## config.mk

```make
export PLATFORM = sky130hd
export DESIGN_NAME = dma_xfer_engine
export DESIGN_NICKNAME = d
export VERILOG_FILES = /design/src/rtl/dma_eng_pkg.sv /design/src/rtl/dma_addr_map.sv /design/src/rtl/dma_residue.sv /design/src/rtl/dma_xfer_engine.sv
export SDC_FILE = /design/constraint.sdc
export NUM_CORES = 1
export LEC_CHECK = 0
export BUFFER_PORTS_ARGS = -buffer_cell sky130_fd_sc_hd__buf_2
export CAP_MARGIN = 20
export CORE_MARGIN = 1.5
export CORE_UTILIZATION = 30
export CTS_BUF_LIST = sky130_fd_sc_hd__clkbuf_4 sky130_fd_sc_hd__clkbuf_8
export DETAILED_ROUTE_END_ITERATION = 10
export PLACE_DENSITY = 0.51
export SLEW_MARGIN = 20
export SYNTH_ARGS = -nofsm -noshare
export SYNTH_HDL_FRONTEND = slang
export SYNTH_SLANG_ARGS = --single-unit
```

## constraint.sdc

```tcl
create_clock -name clk -period 2.75 [get_ports clk]
set_input_delay 0 -clock clk [delete_from_list [all_inputs] [get_ports clk]]
set_output_delay 0 -clock clk [all_outputs]
set_load 0.02 [all_outputs]
```

## src/rtl/dma_eng_pkg.sv

```systemverilog
package dma_eng_pkg;
    localparam int ADDR_W = 16;
    localparam int CNT_W  = 16;
    localparam int PAGE_W = 8;
    localparam int PHYS_W = ADDR_W + PAGE_W;

    typedef struct packed {
        logic [ADDR_W-1:0] addr;
        logic [CNT_W-1:0]  cnt;
        logic [PAGE_W-1:0] page;
        logic              act;
        logic              tc;
    } eng_st_t;
endpackage

```

## src/rtl/dma_addr_map.sv

```systemverilog
module dma_addr_map #(
    parameter int WORD_CHAN = 0,
    parameter int ADDR_W    = 16,
    parameter int PAGE_W    = 8,
    localparam int PHYS_W   = ADDR_W + PAGE_W
) (
    input  logic [PAGE_W-1:0] page_i,
    input  logic [ADDR_W-1:0] addr_i,
    output logic [PHYS_W-1:0] phys_o,
    output logic [1:0]        lane_o
);
    generate
        if (WORD_CHAN != 0) begin : g_word
            // one address bit is given up to the unit shift; page bit 0 is dropped
            assign phys_o = {page_i[PAGE_W-1:1], addr_i, 1'b0};
            assign lane_o = 2'b11;
        end else begin : g_byte
            assign phys_o = {page_i, addr_i};
            assign lane_o = addr_i[0] ? 2'b10 : 2'b01;
        end
    endgenerate
endmodule

```

## src/rtl/dma_residue.sv

```systemverilog
module dma_residue #(
    parameter int WORD_CHAN = 0,
    parameter int CNT_W     = 16
) (
    input  logic [CNT_W-1:0] cnt_i,
    output logic [CNT_W:0]   res_o
);
    logic [CNT_W-1:0] units;
    assign units = cnt_i + 1'b1;

    generate
        if (WORD_CHAN != 0) begin : g_word
            assign res_o = {units, 1'b0};
        end else begin : g_byte
            assign res_o = {1'b0, units};
        end
    endgenerate
endmodule

```

## src/rtl/dma_xfer_engine.sv

```systemverilog
module dma_xfer_engine
    import dma_eng_pkg::*;
#(
    parameter int WORD_CHAN = 0
) (
    input  logic              clk,
    input  logic              rst_n,
    input  logic              load_i,
    input  logic [ADDR_W-1:0] base_addr_i,
    input  logic [CNT_W-1:0]  base_cnt_i,
    input  logic [PAGE_W-1:0] page_i,
    input  logic              step_i,
    output logic [PHYS_W-1:0] phys_addr_o,
    output logic [1:0]        lane_o,
    output logic              tc_o,
    output logic [CNT_W:0]    residue_o
);
    eng_st_t st_d, st_q;

    logic [ADDR_W-1:0] addr_cur;
    logic [CNT_W-1:0]  cnt_cur;
    logic              act_cur;

    assign addr_cur = st_q.addr;
    assign cnt_cur  = st_q.cnt;
    assign act_cur  = st_q.act;

    always_comb begin
        st_d    = st_q;
        st_d.tc = 1'b0;
        if (load_i) begin
            st_d.addr = base_addr_i;
            st_d.cnt  = base_cnt_i;
            st_d.page = page_i;
            st_d.act  = 1'b1;
        end else if (step_i && st_q.act) begin
            st_d.addr = st_q.addr + 1'b1;
            st_d.cnt  = st_q.cnt - 1'b1;
            if (st_q.cnt == '0) begin
                st_d.tc  = 1'b1;
                st_d.act = 1'b0;
            end
        end
    end

    always_ff @(posedge clk or negedge rst_n) begin
        if (!rst_n) begin
            st_q <= '0;
        end else begin
            st_q <= st_d;
        end
    end

    assign tc_o = st_q.tc;

    dma_addr_map #(
        .WORD_CHAN (WORD_CHAN),
        .ADDR_W    (ADDR_W),
        .PAGE_W    (PAGE_W)
    ) u_map (
        .page_i (st_q.page),
        .addr_i (addr_cur),
        .phys_o (phys_addr_o),
        .lane_o (lane_o)
    );

    dma_residue #(
        .WORD_CHAN (WORD_CHAN),
        .CNT_W     (CNT_W)
    ) u_res (
        .cnt_i (cnt_cur),
        .res_o (residue_o)
    );
endmodule

```

**After elaboration in Yosys (flattened, before gate mapping)**

Index checks and enable logic that the tools add are counted.

- Reductions and logical operators: 5
- Equal/unequal tests: 0
- Divide/modulo/power cells: 0
- Multiplexer cells: 7
- $mul: 0
- Shifts and indexed selects: 0
- Bitwise logic cells: 0
- Order comparisons: 0
- $add $sub $neg: 3

Operators by type and width:

| operator | count |
|---|---|
| $mux W32 | 2 |
| $add A16 B1 Y16 const B | 2 |
| $logic_not A16 Y1 | 1 |
| $sub A16 B1 Y16 const B | 1 |
| $mux W2 | 3 |
| $reduce_bool A2 Y1 | 2 |
| $mux W1 | 2 |
| $reduce_and A2 Y1 | 1 |
| $logic_and A1 B1 Y1 | 1 |

- Input port bits: 44
- Flip-flop bits (word level): 42
- Bits in read-only memories: 0
- Word-level logic and storage cells: 20
- RAM bits: 0
- Memories kept: 0
- Latch bits: 0
- Output and inout bits: 44

**Depth between registers and ports, before layout**

- Word-level depth: 4
- Depth in mapped cells: 6
- Gate-level depth less buffers: 6

**Cells and area by module**

Synthesis repeated with hierarchy kept, for this count alone.

- Cells, all modules: 292
- Area total of the unflattened synthesis: 2667.6 µm²

By module, submodules not included:

| module | cells an instance | times used | area an instance (µm²) | sequential area each (µm²) |
|---|---|---|---|---|
| dma_xfer_engine | 221 | 1 | 2167.1 | 1051.0 |
| dma_residue | 45 | 1 | 309.0 | 0.0 |
| dma_addr_map | 26 | 1 | 191.4 | 0.0 |

**Worst setup path before layout**

Ideal clock, no wire load.

- Kind: reg2reg
- Start: reg st_q, in the netlist cnt_cur[7]
- End: reg st_q, in the netlist act_cur
- Buffers on the path: 1
- Period minus slack after synthesis: 2.154 ns
- Data arrival time: 2.036 ns
- Library setup time: 0.118 ns
- Setup slack: 0.596 ns
- Cell stages (with the launch flop): 6
- Required time: 2.632 ns
- Cell sequence: dfrtp_1 buf_6 or4_4 or4_4 or3_1 a21o_1

- Longest elaborated chain between the ends: 3

Ends and longest elaborated chain:

| element | RTL line | RTL |
|---|---|---|
| from (decl) | dma_xfer_engine.sv:18 | `eng_st_t st_d, st_q;` |
| from (signal assigned) | dma_xfer_engine.sv:50 | `st_q <= st_d;` |
| $logic_not A16 Y1 | dma_xfer_engine.sv:39 | `if (st_q.cnt == '0) begin` |
| $reduce_bool A2 Y1 (no line) | - |  |
| $reduce_and A2 Y1 (no line) | - |  |

Every way passes these cells.
A chain may end at the register's enable or synchronous reset.

**Final worst setup path**

Same ends and word-level chain as after synthesis.

==> results.md <==
Outcome:
- The run finished with clean final reports.

Die:
- The total core area is between 7000 and 8000 sq um.
- The vertical die dimension is between 90 and 100 um.
- The die area is a little under 9000 sq um.
- In this run the count of I/O pins placed on the die edge is between 80 and 90.
- The number of core rows is 32.
- The effective utilization at floorplan is a little under a third.
- The die width is 93.7 um.

Pwr:
- The combinational fraction of design power is 24.2%.
- The cell area power density is 518 nW/um^2.
- The fraction of power consumed by sequential logic is approximately 43%.
- In this run switching power makes up roughly 31% of total power.
- The worst vdd rail ir drop is about 0.00021 V.
- The static power due to leakage is 1.53 nW.
- The internal power consumption is between 1 and 1.5 mW.
- The share of total power in the clock network is between 30% and 40%.
- The net switching power figure is around 0.56 mW.
- The power after layout is 1.80 mW.

Timing:
- Setup repair after global routing left no endpoint under its margin.
- The portion of the clock cycle consumed by the worst path in the final layout is between 80 and 90%.
- The number of endpoints with negative hold slack in the final report is 0.
- The setup total negative slack is 0 ns.
- The worst slew margin relative to its limit is between 40 and 50%.
- Clock skew on the completed layout was measured at around 0.013 ns.
- The worst path in the final design needs a cycle of 2.23 ns, including I/O delays and setup.
- The setup violation total in the final timing report is 0.
- Static timing analysis puts the maximum clock frequency at about 0.45 GHz.
- The worst-margin pin slew is between 0.7 and 0.8 ns.
- The max-slew violation count is 0.

Setup path:
- The slack of the worst reg-to-reg path is 0.52 ns.
- At the worst endpoint, the arrival time is between 2 and 2.5 ns.
- The capture point of the critical path is act_cur$_DFFE_PN0P_.
- The critical setup path kind is reg -> reg.
- The nature of the critical path endpoint is a register.
- The cell depth of the worst flop-to-flop path is 4.
- The critical path launch point type is a register.
- The worst setup path startpoint is cnt_cur[7]$_DFFE_PN0P_.
- The worst register-to-register path begins at cnt_cur[7]$_DFFE_PN0P_.
- In this run the critical register-to-register path is captured at act_cur$_DFFE_PN0P_.
- Of all nets on the critical path, the largest fanout is 10.
- Data on the critical path is required at its endpoint by approximately 3.0 ns.

Global route:
- The largest net degree at the start of global routing is 46.
- The first global-routing pass estimated just over 10,000 um of wire.
- Global routing used approximately 15% of the available tracks.
- The via count of the first global-routing pass is ~2,100.
- For met3 alone, demand over resource in global routing was under 10%.
- The met2 usage is between 20 and 25%.
- The total overflow left after global routing is 0.
- The number of antenna violations at the first check in global routing is 0.
- The routing layer with the top usage in global route is met2.
- The met1 usage is between 20% and 30%.

Finish:
- In the final design database the tool counted 425 nets.
- The repair_antennas step left the layout with diodes totalling 0.
- Compared with the post-synthesis result, the final layout area differs by 40.8%.
- Of the cells placed in the final design, the portion with a size suffix greater than 1 is around 30%.
- After filler insertion, the fill cell instance count of the layout stands at just over 800.

Hold path:
- The min-delay analysis places its worst path in the category in -> reg.

Synth:
- The proportion of synthesized area in mux cells is under 10%.
- In this run the mean area of a mapped cell was about 9.4 sq um.
- The fraction of registers with async set or reset after synthesis is 100%.
- The synthesized design contains between 40 and 50 register bits.
- The area fraction in compound gates after synthesis is 10.0%.
- Yosys mapped a number of flops with a built-in enable equal to 0.
- In the synthesized netlist the dominant register cell turns out to be dfrtp_1.
- The share of the Yosys chip area taken by registers is a little over two fifths.
- The total of warnings raised by yosys is 0.
- The adder-cell area share of the yosys netlist is under 10%.
- The synthesized net count is 309.
- Synthesis produced a netlist whose cell count is between 200 and 300.
- Yosys instantiated no cell more often than dfrtp_1.
- The main combinational cell family by area after synthesis is simple AND/OR/NAND/NOR gates.
- After synthesis, the cell types taking the most area are dfrtp_1 (43%), xnor2_1 (6.4%), xor2_1 (5.7%).
- After Yosys synthesis, XOR and XNOR cells account for between 10 and 15% of the synthesized area.
- Synthesis instantiated 41 different standard cells from the library.
- Ranked by instance count, the synthesized netlist is headed by dfrtp_1 (42), nand2_1 (30), o21ai_0 (24).
- The area fraction in and, or, nand and nor cells after synthesis is between 20% and 30%.
- The cell type with the highest aggregate area in the netlist is dfrtp_1.
- The netlist area before placement is about 2500 sq um.
- Summed over its instances, the top area cell type makes up a little over two fifths of the synthesized netlist area.

Routing:
- For this run, design rule violations remaining after detail routing come to 0.
- For this block, the routed nets add up to around 6500 um of wire.
- The first detailed-routing pass took 4 iterations.
- The routed layout has 2,289 vias.
- In the final routed layout, each cell accounts on average for 13.5 um.
- After the first detailed-routing iteration, the DRC count stood at 81.
- The number of vias per cell after detailed routing is 4.76.
- The number of nets with antenna violations after detailed routing is 0.

CTS:
- In this run, CTS created clock tree buffers numbering 5.
- CTS saw 42 sinks.
- The later pin in the worst-skew pair is clocked with a latency of roughly 0.30 ns.
- The H-tree was split into 2 levels.
- The maximum buffer depth of the clock tree is 2.
- The TritonCTS clock tree is built.
- The tree is rooted in a clkbuf_8.
- Clock-pin slew was measured on the worst setup and hold paths at about 0.1 ns.

Flow run:
- The number of maximum-capacitance constraint violations is 0.

Place:
- The global placement routability congestion is ~0.77.
- The post-DP HPWL is ~4500 um.
- The count of buffers inserted at the top-level ports is between 80 and 90.
==> per-stage QoR <==
| stage | instance area [sq um] | hold slack, ns | setup WS, ns | utilization, % | cells |
|---|---|---|---|---|---|
| 3_3_place_gp | 2940 | 0.210 | 0.540 | 37.4 | 433 |
| 4_1_cts | 3470 | 0.00461 | 0.517 | 44.3 | 481 |
| 6_report | 3480 | 0.0154 | 0.516 | 44.3 | 481 |
| 5_1_grt | 3480 | 0.0185 | 0.456 | 44.3 | 481 |
| 3_5_place_dp | 2940 | 0.214 | 0.520 | 37.4 | 433 |
| 2_1_floorplan | 2470 | -0.296 | 0.596 | - | 262 |
==> sequential cells by signal (all words and copies together) (netlist names) <==
register	flops
cnt_cur	16
act_cur	1
addr_cur	16
st_q	8
tc_o	1
==> cells in the final DEF (no fill, tap or decap), types with 3 or more instances in the layout <==
master | synthesis | routed
buf_2 | 1 | 85
dfrtp_1 | 42 | 42
dlygate4sd3_1 | 0 | 40
nand2_1 | 30 | 30
o21ai_0 | 24 | 24
xnor2_1 | 18 | 18
xor2_1 | 16 | 16
nand4_1 | 13 | 13
nor2_1 | 12 | 12
nand3_1 | 9 | 9
mux2_2 | 8 | 8
nor4_1 | 8 | 8
and3_1 | 7 | 7
nor3_1 | 5 | 5
clkbuf_8 | 0 | 5
inv_1 | 4 | 4
and4_1 | 4 | 4
or4_1 | 4 | 4
a31oi_1 | 4 | 4
or4_4 | 3 | 3
a221o_1 | 3 | 3
o31ai_1 | 3 | 3
ha_1 | 3 | 3
==> worst min-delay path by stage <==
stage / from / end / slack [ns] / depth (start not counted)
6_report: base_addr_i[15] / addr_cur[15]$_DFFE_PN0P_ / 0.02 / 3
4_1_cts: base_addr_i[15] / addr_cur[15]$_DFFE_PN0P_ / 0.005 / 3
3_5_place_dp: base_addr_i[0] / addr_cur[0]$_DFFE_PN0P_ / 0.21 / 3
5_1_grt: base_addr_i[15] / addr_cur[15]$_DFFE_PN0P_ / 0.02 / 3
3_3_place_gp: base_cnt_i[8] / cnt_cur[8]$_DFFE_PN0P_ / 0.21 / 3
2_1_floorplan: rst_n / act_cur$_DFFE_PN0P_ / -0.30 / 0
==> logic make-up (layout without fill, tap and decap cells) <==
logic type      count (synthesis)  count (layout)
compound gates                 41              41
xor+xnor                       34              34
fa+ha+maj                       3               3
buf+inv                        23             140
flops                          42              42
mux                             9               9
other cells                     1               1
simple gates                  109             109
==> layout make-up <==
class                           instances  area, sq um  area share (%)
Clock buffer                            5         68.8            1.98
Clock inverter                          3         68.8            1.98
Inverter                                5         18.8           0.540
Multi-Input combinational cell        197         1300            37.4
Sequential cell                        42         1050            30.2
Tap cell                              102          128            3.67
Timing Repair Buffer                  127          841            24.2
==> what timing repair did <==
item                                   4_1_cts  5_1_grt
resized for setup                            0        0
endpoints found under the hold margin       81        0
hold buffers                                40        0
buffers inserted                             0        0
==> power groups by stage <==
| stage | sequential (mW) | clock, mW | combinational, mW |
|---|---|---|---|
| 2_1_floorplan | 0.789 | 0 | 0.246 |
| 3_3_place_gp | 0.776 | 0 | 0.398 |
| 3_5_place_dp | 0.779 | 0 | 0.400 |
| 4_1_cts | 0.767 | 0.615 | 0.445 |
| 5_1_grt | 0.783 | 0.645 | 0.480 |
| 6_report | 0.767 | 0.598 | 0.437 |
==> layer usage <==
layer | wire length [um] | vias to the layer above | part of all wire (%)
li1 | - | 1171 | -
met1 | 3000 | 1061 | 46
met2 | 3160 | 53 | 49
met3 | 270 | 4 | 4.2
met4 | 51 | 0 | 0.79
met5 | 0 | - | 0
==> critical path: stages (launching register included) <==
cell and delay, ns:
dfrtp_1 0.50, or4_4 0.58, or4_4 0.50, or3_1 0.38
a21o_1 0.19
Note: power is estimated with default switching activity, not from simulation.
